File: src/rtl/sbg_pkg.sv
package sbg_pkg;

  // One step of the x^7 + x^6 + 1 generator; the output bit is state[6].
  function automatic logic [6:0] prbs7_next(input logic [6:0] s);
    return {s[5:0], s[6] ^ s[5]};
  endfunction

  // Picks bit 'idx' of a byte where idx 0 is the most significant bit.
  function automatic logic msb_first_bit(input logic [7:0] b, input logic [2:0] idx);
    return b[3'd7 - idx];
  endfunction

endpackage

File: src/rtl/sbg_frame_ctr.sv
module sbg_frame_ctr #(
  parameter int FRAME_BYTES = 9720,
  parameter int PRE_BYTES   = 12,
  parameter int POS_W       = $clog2(FRAME_BYTES * 8)
) (
  input  logic             clk,
  input  logic             rst_n,
  input  logic             step,
  output logic [POS_W-1:0] pos,
  output logic             in_a2,
  output logic             in_payload,
  output logic             wrap
);
  localparam int FRAME_BITS = FRAME_BYTES * 8;
  localparam int A1_END     = PRE_BYTES * 8;
  localparam int PAY_START  = PRE_BYTES * 16;
  localparam logic [POS_W-1:0] LAST_POS = POS_W'(FRAME_BITS - 1);

  assign wrap       = step && (pos == LAST_POS);
  assign in_payload = (pos >= POS_W'(PAY_START));
  assign in_a2      = (pos >= POS_W'(A1_END)) && !in_payload;

  always_ff @(posedge clk or negedge rst_n) begin
    if (!rst_n)    pos <= '0;
    else if (wrap) pos <= '0;
    else if (step) pos <= pos + 1'b1;
  end
endmodule

File: src/rtl/sbg_prbs7.sv
module sbg_prbs7 #(
  parameter logic [6:0] SEED = 7'h7F
) (
  input  logic       clk,
  input  logic       rst_n,
  input  logic       adv,
  output logic [6:0] state,
  output logic       bit_o
);
  import sbg_pkg::*;

  assign bit_o = state[6];

  always_ff @(posedge clk or negedge rst_n) begin
    if (!rst_n)   state <= SEED;
    else if (adv) state <= prbs7_next(state);
  end
endmodule

File: src/rtl/sbg_lane_skew.sv
module sbg_lane_skew #(
  parameter int LANES  = 4,
  parameter int FILL_W = $clog2(LANES + 1)
) (
  input  logic             clk,
  input  logic             rst_n,
  input  logic             en,
  input  logic             in_bit,
  output logic [LANES-1:0] lanes,
  output logic             valid
);
  logic [FILL_W-1:0] fill;

  for (genvar k = 0; k < LANES; k++) begin : g_stage
    logic src;
    if (k == 0) begin : g_head
      assign src = in_bit;
    end else begin : g_tail
      assign src = lanes[k-1];
    end
    always_ff @(posedge clk or negedge rst_n) begin
      if (!rst_n)   lanes[k] <= 1'b0;
      else if (!en) lanes[k] <= 1'b0;
      else          lanes[k] <= src;
    end
  end

  always_ff @(posedge clk or negedge rst_n) begin
    if (!rst_n)                          fill <= '0;
    else if (!en)                        fill <= '0;
    else if (fill != FILL_W'(LANES))     fill <= fill + 1'b1;
  end

  assign valid = (fill == FILL_W'(LANES));
endmodule

File: src/rtl/sonet_bist_gen.sv
module sonet_bist_gen #(
  parameter int         LANES       = 4,
  parameter int         FRAME_BYTES = 9720,
  parameter int         PRE_BYTES   = 12,
  parameter logic [7:0] A1_BYTE     = 8'hF6,
  parameter logic [7:0] A2_BYTE     = 8'h28,
  parameter logic [6:0] SEED        = 7'h7F
) (
  input  logic             clk,
  input  logic             rst_n,
  input  logic             test_en,
  output logic [LANES-1:0] lane_bit,
  output logic             lane_valid
);
  import sbg_pkg::*;

  localparam int POS_W = $clog2(FRAME_BYTES * 8);

  // Named internal events, also observed by the bound checker.
  logic [POS_W-1:0] frame_pos;
  logic             in_a2;
  logic             in_payload;
  logic             frame_wrap;
  logic [6:0]       lfsr_q;
  logic             lfsr_bit;
  logic             lfsr_adv;
  logic             gen_bit;

  sbg_frame_ctr #(
    .FRAME_BYTES(FRAME_BYTES),
    .PRE_BYTES  (PRE_BYTES),
    .POS_W      (POS_W)
  ) u_ctr (
    .clk       (clk),
    .rst_n     (rst_n),
    .step      (test_en),
    .pos       (frame_pos),
    .in_a2     (in_a2),
    .in_payload(in_payload),
    .wrap      (frame_wrap)
  );

  assign lfsr_adv = test_en && in_payload;

  sbg_prbs7 #(.SEED(SEED)) u_prbs (
    .clk  (clk),
    .rst_n(rst_n),
    .adv  (lfsr_adv),
    .state(lfsr_q),
    .bit_o(lfsr_bit)
  );

  assign gen_bit = in_payload ? lfsr_bit
                              : msb_first_bit(in_a2 ? A2_BYTE : A1_BYTE, frame_pos[2:0]);

  sbg_lane_skew #(.LANES(LANES)) u_skew (
    .clk   (clk),
    .rst_n (rst_n),
    .en    (test_en),
    .in_bit(gen_bit),
    .lanes (lane_bit),
    .valid (lane_valid)
  );
endmodule

File: config.mk
export PLATFORM = sky130hd
export DESIGN_NAME = sonet_bist_gen
export DESIGN_NICKNAME = d
export VERILOG_FILES = /design/src/rtl/sbg_pkg.sv /design/src/rtl/sbg_frame_ctr.sv /design/src/rtl/sbg_prbs7.sv /design/src/rtl/sbg_lane_skew.sv /design/src/rtl/sonet_bist_gen.sv
export SDC_FILE = /design/constraint.sdc
export NUM_CORES = 1
export LEC_CHECK = 0
export ABC_AREA = 1
export BUFFER_PORTS_ARGS = -buffer_cell sky130_fd_sc_hd__buf_2
export CORE_AREA = 2 2 62 64
export CTS_CLUSTER_SIZE = 24
export DETAILED_ROUTE_END_ITERATION = 16
export DIE_AREA = 0 0 64 66
export GPL_ROUTABILITY_DRIVEN = 0
export PLACE_DENSITY = 0.73
export SYNTH_ARGS = -nofsm -noshare
export SYNTH_HDL_FRONTEND = slang
export SYNTH_SLANG_ARGS = --single-unit
export TNS_END_PERCENT = 1
File: constraint.sdc
create_clock -name clk -period 2.4 [get_ports clk]
set_clock_uncertainty 0.15 [all_clocks]
set_input_delay 0.48 -clock clk [delete_from_list [all_inputs] [get_ports clk]]
set_output_delay 0.48 -clock clk [all_outputs]
set_load 0.05 [all_outputs]
# Word level (Yosys, flattened, before mapping)
# Index checks and enable logic that the tools add are counted.
dict set report word_totals {
  reg_bits 31
  input_bits 3
  out_inout_bits 5
}
dict set report op_classes {
  add_sub_neg 3
  n_reduce_logical 5
  n_mux 12
  n_bitwise 1
  n_eq_ne 4
  order_cmp 3
}
# cell count
set ops {}
lappend ops {{two-way mux 17 bit} 2}
lappend ops {{adder 17 x 1 -> 17 bit, second input constant} 1}
lappend ops {{equality test 17 bit, second input constant} 1}
lappend ops {{greater-or-equal comparator 17 x 7 -> 1 bit, second input constant} 1}
lappend ops {{greater-or-equal comparator 17 x 8 -> 1 bit, second input constant} 1}
lappend ops {{two-way mux 8 bit} 1}
lappend ops {{two-way mux 1 bit} 6}
lappend ops {{two-way mux 3 bit} 2}
lappend ops {{less-than comparator 3 x 4 -> 1 bit, second input constant} 1}
lappend ops {{adder 3 x 1 -> 3 bit, second input constant} 1}
lappend ops {{binary-select mux 1 bit (select 3 bit)} 1}
lappend ops {{equality test 3 bit, second input constant} 1}
lappend ops {{logical AND 1 bit} 3}
lappend ops {{inequality test 3 bit, second input constant} 1}
lappend ops {{subtractor 3 bit, first input constant} 1}
lappend ops {{inequality test 2 x 1 -> 1 bit, second input constant} 1}
lappend ops {{nonzero test 2 bit} 1}
lappend ops {{logical NOT 1 bit} 1}
lappend ops {{XOR 1 bit} 1}

# Depth between registers and ports, before layout
# Gate-level depths: netlist of run 1.
dict set report depth {
  depth_word 8
  ltp_mapped 11
  mapped_depth_nobuf 11
}

# Cells and area by module
# From an unflattened synthesis of run 1, not the netlist that was laid out.
dict set report hier_totals {
  hier_cells 240
  hier_area_um2 1825.5
}
# mod seq_area_each_um2 cells_per_inst instances area_each_um2
set modules_own_cells {}
lappend modules_own_cells {sbg_frame_ctr 425.4 152 1 1096.1}
lappend modules_own_cells {sbg_lane_skew 175.2 35 1 324.1}
lappend modules_own_cells {sbg_prbs7 183.9 32 1 306.5}
lappend modules_own_cells {sonet_bist_gen 0.0 21 1 98.8}

# Least setup slack after synthesis of run 1
# Ideal clock, no wire load.
dict set report synth_path {
  path_kind {register to register}
  startpoint {register u_ctr.pos[12]}
  endpoint {register u_skew.lanes[0] (netlist: u_skew.g_stage[1].src)}
  path_buffers 0
  synth_period_minus_slack_ns 1.666
  arrival_time_ns 1.399
  required_time_ns 2.133
  path_stages_with_launch 12
  slack_ns 0.734
  cell_sequence {dfrtp_1 inv_1 nand3_1 nor2_1 nand3_1 ha_1 nand2_1 nand3_1 nand2_1 nor2_1 nand2_1 nand2_1}
}
dict set report synth_via {
  elab_chain_cells 8
  elab_cells_between_ends 9
  cone_classes {2 x order compare; 5 x mux; 2 x reduce/logical}
}
# item line_no
set synth_rtl {}
lappend synth_rtl {{start: declaration} sbg_frame_ctr.sv:9} ;# output logic [POS_W-1:0] pos,
lappend synth_rtl {{start signal: assignment} sbg_frame_ctr.sv:26} ;# else if (step) pos <= pos + 1'b1;
lappend synth_rtl {{greater-or-equal comparator 17 x 8 -> 1 bit} sbg_frame_ctr.sv:20} ;# assign in_payload = (pos >= POS_W'(PAY_START));
lappend synth_rtl {{logical NOT 1 bit} sbg_frame_ctr.sv:21} ;# assign in_a2 = (pos >= POS_W'(A1_END)) && !in_payload;
lappend synth_rtl {{logical AND 1 bit} sbg_frame_ctr.sv:21}
lappend synth_rtl {{two-way mux 8 bit} sonet_bist_gen.sv:54} ;# : msb_first_bit(in_a2 ? A2_BYTE : A1_BYTE, frame_pos[2:0]);
lappend synth_rtl {{binary-select mux 1 bit (select 3 bit)} sbg_pkg.sv:10} ;# return b[3'd7 - idx];
lappend synth_rtl {{two-way mux 1 bit (not written as such)} sbg_pkg.sv:10}
lappend synth_rtl {{two-way mux 1 bit (*)} sonet_bist_gen.sv:53} ;# assign gen_bit = in_payload ? lfsr_bit
lappend synth_rtl {{two-way mux 1 bit (*)} sbg_lane_skew.sv:23} ;# else if (!en) lanes[k] <= 1'b0;
lappend synth_rtl {{end signal: indexed assignment} sbg_lane_skew.sv:24} ;# else lanes[k] <= src;
lappend synth_rtl {{end: declaration} sbg_lane_skew.sv:9} ;# output logic [LANES-1:0] lanes,
# Mark *: on every way between the ends. The rest lies on a longest branch, timed or not. The select of a mux whose other input is x is not followed.
# A chain may end at the register's enable or synchronous reset.

# Final worst setup path of run 1
dict set report layout_path {
  startpoint {register u_skew.fill[0]}
  endpoint {output port lane_valid}
}
dict set report layout_via {
  elab_chain_cells 1
}
# item line_no
set layout_rtl {}
lappend layout_rtl {{start: declaration} sbg_lane_skew.sv:12} ;# logic [FILL_W-1:0] fill;
lappend layout_rtl {{start signal: assignment} sbg_lane_skew.sv:31} ;# else if (fill != FILL_W'(LANES)) fill <= fill + 1'b1;
lappend layout_rtl {{equality test 3 bit} sbg_lane_skew.sv:34} ;# assign valid = (fill == FILL_W'(LANES));
lappend layout_rtl {{end: declaration} sonet_bist_gen.sv:13} ;# output logic lane_valid
# Every way passes these cells.

==> results_dict.tcl, run 1 <==
set metrics [dict create \
    fillCellCount 350 \
    grt_antenna_before_repair 0 \
    worstRegToRegCells 11 \
    muxShareOfSynthArea_pct 0 \
    yosysUniqueCellTypes 31 \
    crit_required_ns 1.77 \
    grt_max_degree 32 \
    status "finished clean" \
    numCtsBuffers 5 \
    num_antenna_cells 0 \
    critPathKind "reg2out" \
    drive_above_1_share_pct 15.2 \
    post-cts-setup-buffers 0 \
    tns_ns 0 \
    hold_viol_final 0 \
    synth-compound-area-share_pct 5.77 \
    synth_area_mm2 0.00184 \
    clk_path_buf_depth 2 \
    hp-class "in2async" \
    synth_top_family_by_area "simple AND/OR/NAND/NOR gates" \
    grt_pass1_vias 1317 \
    fin_crit_sh_pct 84.1 \
    area_growth_pct 6.11 \
    initial_core_util_pct 51.9 \
    startpoint_type "register" \
    maxSlewViolCount 0 \
    clock-sinks 31 \
    cpMostUsedCell "inv_1" \
    synth-seq-area-share_pct 42.5 \
    postSynthCellCount 247 \
    cts_tree "built" \
    final_antenna_net_count 0 \
    cts_hold_buf 0 \
    synth-simple-area-share_pct 36.2 \
    synthAdderAreaFrac_pct 4.07 \
    fp.dieH_um 66 \
    routed_wl_um 3380 \
    route.detailed.drc 0 \
    worstPathMaxFanout 3 \
    crit_path_top_delay_cell "dfrtp_1" \
    final_cells 304 \
    grt_pass1_wl_um 5950 \
    layout_commonest_cell "nand2_1" \
    cts_root_buf "clkbuf_4" \
    ir_worst_vdd_mv 0.366 \
    cp_cell_sequence "inv_1, ha_1, nand2_1, inv_1, buf_2" \
    finalNetCount 264 \
    power_density_mw_per_mm2 809 \
    rrSetupSlack_ns 0.53 \
    die_w_um 64 \
    die_area_mm2 0.00422 \
    syn_nets 256 \
    path_clk_slew_ns 0.11 \
    maxSlewHeadroom_pct 55.0 \
    tightestPinTransition_ns 0.675 \
    wire_per_inst_um 11.1 \
    fmax_mhz 495 \
    cts_resized 0 \
    clk_latency_ns 0.34 \
    synth_xor_area_share_pct 1.42 \
    holdWs_ns 0.00557 \
    coreArea_mm2 0.00355 \
    rsz0062_at_grt "false" \
    postSynthRegisterBits 31 \
    grt_usage_pct 18.5 \
    power.leakage_nw 1.05 \
    overflow 0 \
    layout_common_cells "70 x nand2_1, 34 x inv_1, 32 x nor2_1, 24 x dfrtp_1, 21 x nand3_1" \
    drtPass1Iterations 4 \
    yosys_warnings 0 \
    h-tree-depth 2 \
    via_per_inst 4.91 \
    slowest_delay_ns 0.39 \
    rows 22 \
    drtIter0Drc 155 \
    end_kind "output port" \
    placedCellCount 296 \
    finalSetupViolCount 0 \
    drv_cap 0 \
    pin_count 8 \
    crit_arrival_ns 1.39 \
    dr_total_vias 1493 \
    synth.avg_cell_area_um2 7.47 \
    io_buffers 7 \
    hpwl_um 2530 \
    min_period_ns 2.02 \
]
==> worst max-delay path, delay by kind of cell (launching register included) <==
kind / cells / cell delay, ns
buffers and inverters: 3 / 0.43
flip-flops: 1 / 0.39
adder cells (fa/ha/maj): 1 / 0.15
AND/OR/NAND/NOR: 1 / 0.08
==> per-layer routing <==
layer  track usage, %  vias to the layer above  part of all wire [%]
li1                 -                      788                     -
met1             25.4                      677                    50
met2             27.6                       22                    45
met3             5.62                        6                   3.4
met4             6.52                        0                   1.2
met5                0                        -                     0
==> flip-flops by register name, summed over array words and instances, names as in the netlist <==
name and count:
u_ctr.pos 17, u_prbs.state 7, u_skew.fill 3, u_skew.g_stage.src 3, u_skew.lanes 1
==> layout make-up <==
type	count	area (um2)	area share, %
well taps	48	60.1	3.07
inverters	36	135	6.91
clock buffers	7	55.1	2.81
clock inverters	1	5.00	0.256
repair buffers	8	42.5	2.17
multi-input cells	173	875	44.7
flip-flops and latches	31	785	40.1
==> cells by family after synthesis <==
| group | count (synthesis) |
|---|---|
| XOR/XNOR | 3 |
| buffers and inverters | 43 |
| AND/OR/NAND/NOR | 145 |
| flip-flops | 31 |
| AO/OA/AOI/OAI | 19 |
| adder cells (fa/ha/maj) | 6 |
==> through the flow <==
step | total power, mW | setup WS [ns] | util [%] | area, um2
floorplan | 1.18 | 0.734 | - | 1840
global placement | 1.26 | 0.571 | 53.4 | 1900
detailed placement | 1.27 | 0.540 | 53.4 | 1900
CTS | 1.60 | 0.360 | 55.1 | 1960
global route | 1.71 | 0.238 | 55.1 | 1960
finish | 1.58 | 0.381 | 55.1 | 1960
==> final timing paths <==
kind | from | end
worst max register to register | u_ctr.pos[12]$_DFFE_PN0P_ | u_skew.g_stage[1].src$_DFF_PN0_
worst max-delay path | u_skew.fill[0]$_DFFE_PN0P_ | lane_valid
worst min register to register | u_prbs.state[4]$_DFFE_PN1P_ | u_prbs.state[4]$_DFFE_PN1P_
max in group asynchronous | rst_n | u_ctr.pos[1]$_DFFE_PN0P_
min in group clk | u_prbs.state[4]$_DFFE_PN1P_ | u_prbs.state[4]$_DFFE_PN1P_
worst min-delay path | rst_n | u_ctr.pos[9]$_DFFE_PN0P_
==> Yosys cell counts, drive strengths merged <==
| master | count | area (um2) |
|---|---|---|
| nor2 | 37 | 156 |
| nand4 | 5 | 31.3 |
| o21bai | 1 | 7.51 |
| dfrtp | 24 | 601 |
| dfstp | 7 | 184 |
| inv | 36 | 135 |
| o21ai | 14 | 73.8 |
| xor2 | 1 | 8.76 |
| nand3 | 25 | 160 |
| o211a | 1 | 10.0 |
| nor4 | 1 | 6.26 |
| a21oi | 3 | 15.0 |
| or2 | 1 | 6.26 |
| xnor2 | 2 | 17.5 |
| nor3 | 3 | 20.0 |
| clkbuf | 1 | 3.75 |
| nand2 | 73 | 287 |
| ha | 6 | 75.1 |
| buf | 6 | 46.3 |
==> power breakdown <==
group / switching (mW) / internal [mW]
Sequential: 0.123 / 0.658
Combinational: 0.318 / 0.161
Clock: 0.182 / 0.142
Total: 0.623 / 0.960
No activity file was read; power rests on OpenSTA's default activity.
==> run 2, diff against run 1 <==
Settings changed: ABC_AREA 1 to 0, CORE_AREA 2 2 62 64 to 2 2 58 60, DIE_AREA 0 0 64 66 to 0 0 60 62.
Clock period 2.4 ns to 1.9 ns, I/O delays scaled along.
==> results_dict.tcl, run 2 <==
set metrics [dict create \
    violations "negative setup slack" \
    h-tree-depth 2 \
    grt_max_degree 32 \
    synth.avg_cell_area_um2 10.3 \
    startpoint_type "register" \
    power_density_mw_per_mm2 829 \
    muxShareOfSynthArea_pct 6.95 \
    maxSlewViolCount 0 \
    finalNetCount 190 \
    rows 21 \
    grt_pass1_vias 1172 \
    hold_depth 3 \
    synth-async-reset-ratio_pct 100 \
    synth_common_cells "24 x dfrtp_1, 15 x nor2_1, 14 x inv_1" \
    hold_viol_final 0 \
    synth_top_family_by_area "simple AND/OR/NAND/NOR gates" \
    fp.dieH_um 62 \
    fmax_mhz 487 \
    yosys_warnings 0 \
    yosys.cell_count.top_type "dfrtp_1" \
    largest_reg_flops 17 \
    hp-class "in2reg" \
    die_w_um 60 \
    layout_common_cells "24 x dfrtp_1, 19 x buf_4, 15 x nor2_1, 12 x inv_1, 12 x nand2_1" \
    clock-sinks 31 \
    wire_per_inst_um 13.4 \
    critPathKind "reg2reg" \
    postSynthRegisterBits 31 \
    cp-startpoint "u_ctr.pos[15]$_DFFE_PN0P_" \
    preCtsSetupSlack_ns -0.157 \
    syn_nets 165 \
    end_kind "register" \
    crit_required_ns 2.03 \
    reg2reg_to "u_skew.g_stage[1].src$_DFF_PN0_" \
    placed_area_mm2 0.00180 \
    cts_root_buf "clkbuf_4" \
    grt_usage_pct 19.3 \
    multiInputGateArea_um2 731 \
    synth_edf_count 0 \
    largest_register "u_ctr.pos" \
    clk_latency_ns 0.34 \
    biggestRegsByFlops "u_ctr.pos (17), u_prbs.state (7)" \
    postSynthCellCount 156 \
    overflow 0 \
    design_area_mm2 0.00193 \
    yosysTopAreaCellShare_pct 37.5 \
    r2r_start "u_ctr.pos[15]$_DFFE_PN0P_" \
    finalSetupViolCount 8 \
    seqCellArea_um2 785 \
    coreArea_mm2 0.00318 \
    io_buffers 7 \
    layout_commonest_cell "dfrtp_1" \
    final_antenna_net_count 0 \
    drv_cap 0 \
    synthFlopType "dfrtp_1" \
    die_area_mm2 0.00372 \
    layout_setup_ws_ns -0.155 \
    status "complete, but fails checks" \
    rrSetupSlack_ns -0.15 \
    ir_worst_vdd_mv 0.440 \
    synth-seq-area-share_pct 48.9 \
    worstHoldEndpoint "u_ctr.pos[1]$_DFFE_PN0P_" \
    cts_tree "built" \
    min_period_ns 2.05 \
    yosys.area.top_type "dfrtp_1" \
    synthAdderAreaFrac_pct 4.68 \
    synth-simple-area-share_pct 19.4 \
    drive_above_1_share_pct 33.5 \
    min_from "test_en" \
    synth_xor_area_share_pct 7.65 \
    worstPathMaxFanout 3 \
    grt_antenna_before_repair 0 \
    drtPass1Iterations 4 \
    clk_path_buf_depth 2 \
    maxSlewHeadroom_pct 55.1 \
    route.detailed.drc 0 \
    via_per_inst 5.19 \
    grt_pass1_wl_um 5190 \
    area_growth_pct 20.4 \
    rsz0062_at_grt "true" \
    num_antenna_cells 0 \
    hpwl_um 2200 \
    synth_area_mm2 0.00160 \
    synth_area_leaders "dfrtp_1 37%, dfstp_2 11%, xnor2_1 6.0%" \
    crit_arrival_ns 2.18 \
    routed_wl_um 3060 \
    power.leakage_nw 0.897 \
    numCtsBuffers 5 \
    yosysUniqueCellTypes 35 \
    drtIter0Drc 44 \
    initial_core_util_pct 50.4 \
    tightestPinTransition_ns 0.673 \
    fin_crit_sh_pct 108 \
    fillCellCount 246 \
    dr_total_vias 1183 \
    synth-compound-area-share_pct 5.31 \
    worstRegToRegCells 7 \
    pin_count 8 \
    path_clk_slew_ns 0.11 \
]
-- run 2: cell types whose count changed after synthesis, sizes merged, moves of 3 or more --
| cell | before | now |
|---|---|---|
| inv | 36 | 14 |
| and2 | 0 | 4 |
| nand4 | 5 | 8 |
| o21ai | 14 | 3 |
| nand2 | 73 | 13 |
| nor4 | 1 | 6 |
| xnor2 | 2 | 11 |
| nand3 | 25 | 4 |
| mux2 | 0 | 7 |
| nor2 | 37 | 15 |
-- run 2: final cells by class --
type | instances | share of cell area (%)
flip-flops and latches | 31 | 40.7
inverters | 14 | 2.72
clock buffers | 6 | 2.66
well taps | 46 | 2.98
multi-input cells | 101 | 37.9
clock inverters | 2 | 1.82
repair buffers | 28 | 11.3
-- run 2: where the power goes --
part           internal (mW)  switching (mW)
combinational          0.119           0.151
clock                  0.311           0.237
sequential             0.721          0.0602
-- run 2: logic make-up after synthesis --
family / after synthesis
AND/OR/NAND/NOR: 59
multiplexers: 9
adder cells (fa/ha/maj): 6
AO/OA/AOI/OAI: 13
XOR/XNOR: 14
buffers and inverters: 24
flip-flops: 31
-- run 2: stage by stage --
| stage | TNS [ns] | power (mW) | hold slack (ns) | utilization (%) | instances |
|---|---|---|---|---|---|
| after global routing | -1.47 | 1.68 | 0.312 | 60.7 | 228 |
| after global placement | -0.107 | 1.03 | 0.294 | 56.6 | 218 |
| after CTS | -0.486 | 1.60 | 0.280 | 60.2 | 228 |
| after detailed placement | -0.157 | 1.05 | 0.304 | 56.6 | 218 |
| after floorplan | -0.0931 | 0.952 | -0.0656 | - | 156 |
| final | -0.580 | 1.60 | 0.299 | 60.7 | 228 |
-- run 2: metal layers --
metal	vias to the layer above	track usage, %	routed length, um	part of all wire, %
li1	573	-	-	-
met2	20	34.3	1610	53
met3	6	4.97	107	3.5
met1	584	22.6	1300	42
met4	0	6.67	48	1.6
met5	-	0	0	0
-- run 2: worst max-delay path, stage by stage, from the launching register on --
cell     delay [ns]
dfrtp_1        0.41
nor3_2         0.24
and3_1         0.22
nand2_1        0.08
ha_1           0.27
inv_1          0.03
mux4_2         0.46
a21oi_2        0.12
-- run 2: worst max path at each step --
stage                                      endpoint  slack (ns)  depth (start not counted)
floorplan           u_skew.g_stage[1].src$_DFF_PN0_       -0.09                          7
global placement    u_skew.g_stage[1].src$_DFF_PN0_       -0.11                          7
detailed placement  u_skew.g_stage[1].src$_DFF_PN0_       -0.16                          7
CTS                 u_skew.g_stage[1].src$_DFF_PN0_       -0.14                          7
global route        u_skew.g_stage[1].src$_DFF_PN0_       -0.26                          7
finish              u_skew.g_stage[1].src$_DFF_PN0_       -0.15                          7
-- run 2: repair_timing --
action | 4_1_cts | 5_1_grt
setup buffers | 1 | 0
gates resized for setup | 4 | 5
endpoints found under the hold margin | 24 | 0
hold buffers | 1 | 0
pin swaps | 2 | 1
endpoints found under the setup margin | 2 | 9
